## config.mk

```make
export PLATFORM = sky130hd
export DESIGN_NAME = irq_prio_ctrl
export DESIGN_NICKNAME = d
export VERILOG_FILES = /design/src/rtl/irq_prio_pkg.sv /design/src/rtl/prio_stack.sv /design/src/rtl/shadow_ctl.sv /design/src/rtl/prio_arbiter.sv /design/src/rtl/irq_prio_ctrl.sv
export SDC_FILE = /design/constraint.sdc
export NUM_CORES = 1
export LEC_CHECK = 0
export ABC_AREA = 1
export BUFFER_PORTS_ARGS = -buffer_cell sky130_fd_sc_hd__buf_2
export CAP_MARGIN = 20
export CORE_MARGIN = 3
export CORE_UTILIZATION = 46
export DETAILED_ROUTE_END_ITERATION = 10
export PLACE_DENSITY_LB_ADDON = 0.12
export REMOVE_ABC_BUFFERS = 1
export SYNTH_ARGS = -nofsm -noshare
export SYNTH_HDL_FRONTEND = slang
export SYNTH_SLANG_ARGS = --single-unit
```

## constraint.sdc

```tcl
create_clock -name clk -period 2.1 [get_ports clk]
set_input_delay 0.315 -clock clk [delete_from_list [all_inputs] [get_ports clk]]
set_output_delay 0.315 -clock clk [all_outputs]
set_load 0.05 [all_outputs]
```

## src/rtl/irq_prio_pkg.sv

```systemverilog
package irq_prio_pkg;
   localparam int LVL_W_DEF = 2;
   localparam int DEPTH_DEF = 4;

   typedef enum logic [1:0] {
      POP_NONE    = 2'd0,
      POP_PUSH    = 2'd1,
      POP_ROTATE  = 2'd2,
      POP_REPLACE = 2'd3
   } prio_op_e;
endpackage

```

## src/rtl/prio_stack.sv

```systemverilog
module prio_stack
   import irq_prio_pkg::*;
#(
   parameter int LVL_W = 2,
   parameter int DEPTH = 4,
   localparam int REG_W = LVL_W * DEPTH
) (
   input  logic             clk,
   input  logic             rst,
   input  logic             take_push,
   input  logic [LVL_W-1:0] take_lvl,
   input  prio_op_e         op,
   input  logic [LVL_W-1:0] op_lvl,
   input  logic [REG_W-1:0] pop_byte,
   output logic [REG_W-1:0] prio_q
);
   logic [LVL_W-1:0] ins_lvl;
   logic [REG_W-1:0] shl_v;
   logic [REG_W-1:0] rot_v;
   logic [REG_W-1:0] prio_d;

   if (LVL_W < 1) begin : g_bad_lvl
      $error("prio_stack: LVL_W must be at least 1");
   end
   if (DEPTH < 2) begin : g_bad_depth
      $error("prio_stack: DEPTH must be at least 2");
   end

   assign ins_lvl = take_push ? take_lvl : op_lvl;

   for (genvar g = 0; g < DEPTH; g++) begin : g_slot
      if (g == 0) begin : g_low
         assign shl_v[LVL_W-1:0] = ins_lvl;
      end else begin : g_up
         assign shl_v[g*LVL_W +: LVL_W] = prio_q[(g-1)*LVL_W +: LVL_W];
      end
      if (g == DEPTH-1) begin : g_top
         assign rot_v[g*LVL_W +: LVL_W] = prio_q[LVL_W-1:0];
      end else begin : g_mid
         assign rot_v[g*LVL_W +: LVL_W] = prio_q[(g+1)*LVL_W +: LVL_W];
      end
   end

   always_comb begin
      prio_d = prio_q;
      if (take_push) begin
         prio_d = shl_v;
      end else begin
         unique case (op)
            POP_PUSH:    prio_d = shl_v;
            POP_ROTATE:  prio_d = rot_v;
            POP_REPLACE: prio_d = pop_byte;
            default:     prio_d = prio_q;
         endcase
      end
   end

   always_ff @(posedge clk) begin
      if (rst) prio_q <= '0;
      else     prio_q <= prio_d;
   end

   // reset clears the stack
   a_r1_reset_clear: assert property (@(posedge clk) rst |=> prio_q == '0);
   // accepted request pushed
   a_r6_take_push: assert property (@(posedge clk) disable iff (rst)
      take_push |=> (prio_q[LVL_W-1:0] == $past(take_lvl)) &&
                    (prio_q[REG_W-1:LVL_W] == $past(prio_q[REG_W-LVL_W-1:0])));
   // set pushes operand level
   a_r2_set_push: assert property (@(posedge clk) disable iff (rst)
      (!take_push && op == POP_PUSH) |=> (prio_q[LVL_W-1:0] == $past(op_lvl)) &&
                    (prio_q[REG_W-1:LVL_W] == $past(prio_q[REG_W-LVL_W-1:0])));
   // restore rotates right by one slot
   a_r3_restore_rot: assert property (@(posedge clk) disable iff (rst)
      (!take_push && op == POP_ROTATE) |=>
         (prio_q[REG_W-1 -: LVL_W] == $past(prio_q[LVL_W-1:0])) &&
         (prio_q[REG_W-LVL_W-1:0] == $past(prio_q[REG_W-1:LVL_W])));
   // pop replaces whole register
   a_r4_pop_load: assert property (@(posedge clk) disable iff (rst)
      (!take_push && op == POP_REPLACE) |=> prio_q == $past(pop_byte));
   // idle keeps register
   a_r9_idle_hold: assert property (@(posedge clk) disable iff (rst)
      (!take_push && op == POP_NONE) |=> $stable(prio_q));
endmodule

```

## src/rtl/shadow_ctl.sv

```systemverilog
module shadow_ctl (
   input  logic clk,
   input  logic rst,
   input  logic retire,
   input  logic priv,
   output logic shadow_q
);
   always_ff @(posedge clk) begin
      if (rst)         shadow_q <= 1'b0;
      else if (retire) shadow_q <= priv;
   end

   // privileged retire raises shadow
   a_r7_priv_sets: assert property (@(posedge clk) disable iff (rst)
      (retire && priv) |=> shadow_q);
   // ordinary retire clears shadow
   a_r8_plain_clears: assert property (@(posedge clk) disable iff (rst)
      (retire && !priv) |=> !shadow_q);
   // no retire, no change
   a_r9_shadow_hold: assert property (@(posedge clk) disable iff (rst)
      !retire |=> $stable(shadow_q));
endmodule

```

## src/rtl/prio_arbiter.sv

```systemverilog
module prio_arbiter #(
   parameter int LVL_W = 2,
   parameter bit STRICT = 1'b1
) (
   input  logic             boundary,
   input  logic             shadow,
   input  logic             req,
   input  logic [LVL_W-1:0] req_lvl,
   input  logic [LVL_W-1:0] cur_lvl,
   output logic             take
);
   logic above;

   if (STRICT) begin : g_strict
      assign above = req_lvl > cur_lvl;
   end else begin : g_loose
      assign above = req_lvl >= cur_lvl;
   end

   assign take = boundary && !shadow && req && above;

   always_comb begin
      // nothing accepted while the shadow is in force
      a_r7_no_take_shadow: assert (!(take && shadow));
      // acceptance only at a boundary with a request
      a_r5_take_gated: assert (!take || (boundary && req));
   end
endmodule

```

## src/rtl/irq_prio_ctrl.sv

```systemverilog
module irq_prio_ctrl
   import irq_prio_pkg::*;
#(
   parameter int LVL_W = LVL_W_DEF,
   parameter int DEPTH = DEPTH_DEF,
   localparam int REG_W = LVL_W * DEPTH
) (
   input  logic             clk,
   input  logic             rst,
   input  logic             retire_i,
   input  logic             priv_i,
   input  logic             set_i,
   input  logic [LVL_W-1:0] set_lvl_i,
   input  logic             restore_i,
   input  logic             load_i,
   input  logic             reti_i,
   input  logic [REG_W-1:0] pop_byte_i,
   input  logic             boundary_i,
   input  logic             irq_req_i,
   input  logic [LVL_W-1:0] irq_lvl_i,
   output logic             irq_take_o,
   output logic [LVL_W-1:0] cur_lvl_o,
   output logic [REG_W-1:0] prio_o,
   output logic             shadow_o
);
   prio_op_e op;
   logic     take;
   logic     shadow;
   logic [REG_W-1:0] prio_q;

   always_comb begin
      op = POP_NONE;
      if (retire_i) begin
         if (load_i || reti_i) op = POP_REPLACE;
         else if (set_i)       op = POP_PUSH;
         else if (restore_i)   op = POP_ROTATE;
      end
   end

   prio_stack #(.LVL_W(LVL_W), .DEPTH(DEPTH)) u_stack (
      .clk       (clk),
      .rst       (rst),
      .take_push (take),
      .take_lvl  (irq_lvl_i),
      .op        (op),
      .op_lvl    (set_lvl_i),
      .pop_byte  (pop_byte_i),
      .prio_q    (prio_q)
   );

   shadow_ctl u_shadow (
      .clk      (clk),
      .rst      (rst),
      .retire   (retire_i),
      .priv     (priv_i),
      .shadow_q (shadow)
   );

   prio_arbiter #(.LVL_W(LVL_W), .STRICT(1'b1)) u_arb (
      .boundary (boundary_i),
      .shadow   (shadow),
      .req      (irq_req_i),
      .req_lvl  (irq_lvl_i),
      .cur_lvl  (prio_q[LVL_W-1:0]),
      .take     (take)
   );

   assign irq_take_o = take && !rst;
   assign cur_lvl_o  = prio_q[LVL_W-1:0];
   assign prio_o     = prio_q;
   assign shadow_o   = shadow;

   // accepted level beats the current one
   a_r5_strictly_above: assert property (@(posedge clk) disable iff (rst)
      irq_take_o |-> irq_lvl_i > cur_lvl_o);
   // reset quiets acceptance
   a_r1_no_take_reset: assert property (@(posedge clk) rst |-> !irq_take_o);
   // after a privileged retire, the next boundary is closed
   a_r7_shadow_blocks: assert property (@(posedge clk) disable iff (rst)
      (retire_i && priv_i) |=> !irq_take_o);
endmodule

```

---- Yosys cells after proc, flatten, opt, wreduce, memory -nomap -nowiden ----
Cells that the tools add are included.
word-level totals
  bits in registers ....................... 9
  output and inout bits ................... 12
  input port bits ......................... 22
cells by class
  reductions and logical operators ........ 8
  mux-type cells .......................... 7
  eq/ne operators ......................... 3
  $lt $le $gt $ge ......................... 1
operators with widths
  cell                                                 count
  one-hot mux 8 bit (3 select lines)                   1
  2-to-1 mux 2 bit                                     5
  2-to-1 mux 8 bit                                     1
  equality test 2 bit, second input constant           2
  logical AND 1 bit                                    4
  nonzero test 4 bit                                   1
  equality test 2 x 1 -> 1 bit, second input constant  1
  greater-than comparator 2 bit                        1
  zero test 1 bit                                      2
  logical OR 1 bit                                     1

---- Logic depth before layout (Yosys ltp) ----
  word-level depth ........................ 7
  mapped depth ............................ 12
  depth with buffers taken out ............ 11

---- Modules after synthesis ----
From an unflattened synthesis, not the netlist that was laid out.
second synthesis, totals
  cell total of the unflattened synthesis .. 111
  area total of the unflattened synthesis .. 669.4 um^2
by module, submodules not included
  module         cells an instance  times used  seq. area each (um^2)  area an instance (um^2)
  prio_stack     84                 1           160.2                  509.2
  prio_arbiter   10                 1           0.0                    58.8
  irq_prio_ctrl  10                 1           0.0                    56.3
  shadow_ctl     7                  1           20.0                   45.0

---- Least setup slack after synthesis ----
Ideal clock, no wire load.
  kind .................................... register -> output
  from .................................... register u_stack.prio_q[1]
  to ...................................... output port irq_take_o
  path slack .............................. -0.476 ns
  buffers on the path ..................... 1
  cell stages (with the launch flop) ...... 9
  arrival time ............................ 2.261 ns
  path through ............................ dfxtp_1 > inv_1 > ha_1 > nand2_1 > inv_2 > nor2_8 > nand2_4 > buf_6 > nor2_1
on the way
  cells in the longest elaborated chain, start to end .. 3
RTL lines
  element                        RTL line             text
  start, declared                prio_stack.sv:15     output logic [REG_W-1:0] prio_q
  start signal, assigned         prio_stack.sv:60     else prio_q <= prio_d;
  greater-than comparator 2 bit  prio_arbiter.sv:15   assign above = req_lvl > cur_lvl;
  logical AND 1 bit              prio_arbiter.sv:20   assign take = boundary && !shadow && req && above;
  logical AND 1 bit              irq_prio_ctrl.sv:68  assign irq_take_o = take && !rst;
  end, declared                  irq_prio_ctrl.sv:21  output logic irq_take_o,
Every way passes these cells.

---- Final worst setup path ----
Same ends and word-level chain as after synthesis.

==> reports/metrics.yaml <==
yosysTopAreaCell: "nand2_1"
cp.required_ns: 1.78
drt-initial-drc-count: 31
power_w: 0.000742
synth.most_common_cell: "nand2_1"
grt_pass1_wl_um: 3260
tightest_slew_ns: 0.398
crit_start: "u_stack.prio_q[1]"
worst-endpoint-arrival_ns: 1.66
routed_via_density: 5.11
final_antenna_net_count: 0
yosys_warnings: 0
clock_skew_ns: 0.00371
worst-setup-path-type: "reg -> out"
yosys-top-cells-area: "nand2_1 24%, dfxtp_1 22%, nand3_1 9.9%"
finalHoldViolCount: 0
htree_levels: 1
power_leakage_nw: 0.578
synth_common_cells: "51 x nand2_1, 18 x nor2_1, 16 x nand3_1"
instances_no_fill: 185
avgSynthCellArea_um2: 6.00
post-place-ws_ns: -0.0176
finalSetupViolations: 0
antenna_found_initial: 0
yosysSeqAreaShare: 0.223
n_fill_cell: 163
rr_startpoint: "u_stack.prio_q[1]"
numCtsBuffers: 3
ys_ff_latch: 9
root_buffer: "clkbuf_4"
clk_pin_slew_worst_paths_ns: 0.07
async_flop_share: 0
drive_above_1_share: 0.290
io_buffers: 33
drc: 0
row_count: 14
max_cap_viol_count: 0
cts_tree: "built"
grt_pass1_vias: 827
setup_ws_ns: 0.127
yosysTopAreaCellShare: 0.236
critPathLaunchType: "register"
grt-ovfl-total: 0
syn2layout_area_growth_pct: 24.4
wire_per_inst_um: 10.6
fmax_ghz: 0.507
clkLatencyLatePin_ns: 0.27
yosys_most_used_dff: "dfxtp_1"
first_pass_iters: 4
die_w_um: 48.0
wirelength_um: 1970
grt_max_degree: 17
synth_cell_types: 20
finalCritPeriodShare: 0.940
grt_util_all_layers: 0.200
clock_path_buffers: 2
crit_fanout: 10
r2r_setup_slack_ns: 0.35
vias: 946
dp_hpwl_um: 1520
layout.nets: 196
relSlewSlack: 0.734
reg2regPathDepth: 11
die_h_um: 48.0
post-route-min-period_ns: 1.97
vdd_drop_max_uv: 458
cts_sinks: 9
endpoint: "irq_take_o"
cp-end-kind: "output pin"
syn_area_um2: 810
min_path_type: "in -> reg"
ioPinCount: 34
powerDensity_nw_per_um2: 737
netlist_instances: 135
status: "complete, no violations"
gp_congestion: 0.845
synth-edff-count: 0
finalMaxSlewViolations: 0
placedCellCount: 181
start_util: 0.513
r2r-end: "u_stack.prio_q[3]"
die_area_um2: 2300
core_um2: 1580
antenna_cells: 0
## per-layer routing
layer	GRT usage	routed length [µm]	vias to the layer above	share of wire
met2	0.306	872	38	0.44
met4	0.108	50	0	0.025
met5	0	0	-	0
met1	0.261	923	412	0.47
met3	0.0376	119	6	0.061
li1	-	-	490	-
## cells by family (layout without fill, tap and decap cells)
| family | after synthesis | in the layout | synth area share |
|---|---|---|---|
| simple gates | 98 | 98 | 0.573 |
| buf+inv | 18 | 52 | 0.105 |
| flops | 9 | 9 | 0.223 |
| compound gates | 6 | 6 | 0.0371 |
| fa+ha+maj | 4 | 4 | 0.0618 |
## what timing repair did
| action | CTS | global route |
|---|---|---|
| setup endpoints to repair | 1 | 1 |
| gates resized for setup | 1 | 2 |
| hold buffers | 0 | 0 |
| pin swaps | 0 | 1 |
| buffers inserted | 0 | 0 |
## sequential cells by signal, summed over array words and instances, names as in the netlist
name and cells:
u_shadow.shadow_q 1, u_stack.prio_q 8
## worst max-delay path, cell delays in order, from the launching register on
cell	delay, ns
dfxtp_2	0.37
inv_1	0.07
ha_1	0.29
nand2_1	0.09
inv_2	0.06
nor2_8	0.16
nand2_4	0.07
nor2_1	0.12
buf_6	0.17
## layout make-up
class,instances,area [µm²],area share
Clock buffer,4,26.3,0.0261
Inverter,13,48.8,0.0484
Multi-Input combinational cell,108,544,0.540
Sequential cell,9,181,0.180
Tap cell,16,20.0,0.0199
Timing Repair Buffer,35,186,0.185
## through the flow
| stage | utilization | area [µm²] | setup TNS (ns) | hold WS, ns |
|---|---|---|---|---|
| 2_1_floorplan | - | 773 | -1.88 | 0.483 |
| 6_report | 0.639 | 1010 | 0 | 0.330 |
| 4_1_cts | 0.636 | 1000 | 0 | 0.337 |
| 5_1_grt | 0.639 | 1010 | -0.00391 | 0.358 |
| 3_5_place_dp | 0.617 | 973 | -0.0176 | 0.492 |
| 3_3_place_gp | 0.617 | 973 | 0 | 0.477 |
## where the power goes
| part | switching [W] | internal (W) |
|---|---|---|
| Clock | 0.0000681 | 0.0000735 |
| Combinational | 0.000260 | 0.000116 |
| Sequential | 0.0000280 | 0.000197 |
## cell usage in the layout, fill, tap and decap left out
| cell type | n |
|---|---|
| a21oi_1 | 4 |
| clkbuf_4 | 3 |
| buf_6 | 1 |
| dfxtp_2 | 1 |
| nand2_1 | 51 |
| nand3_4 | 1 |
| nor2_4 | 1 |
| o21ai_0 | 2 |
| inv_2 | 4 |
| inv_1 | 8 |
| ha_1 | 4 |
| clkbuf_1 | 1 |
| nor2_1 | 18 |
| nor2_8 | 1 |
| dfxtp_1 | 8 |
| or2_2 | 1 |
| nand2_2 | 1 |
| buf_4 | 2 |
| nand3b_1 | 7 |
| clkinv_1 | 1 |
| buf_2 | 32 |
| nand2_4 | 1 |
| nand3_1 | 16 |
## worst min-delay path by stage
stage / endpoint / depth (start not counted) / from / slack (ns)
floorplan: u_shadow.shadow_q / 2 / retire_i / 0.48
global placement: u_shadow.shadow_q / 2 / u_shadow.shadow_q / 0.48
detailed placement: u_shadow.shadow_q / 2 / u_shadow.shadow_q / 0.49
CTS: u_shadow.shadow_q / 3 / priv_i / 0.34
global route: u_shadow.shadow_q / 3 / retire_i / 0.36
finish: u_shadow.shadow_q / 3 / priv_i / 0.33
No activity file was read; power rests on OpenSTA's default activity.
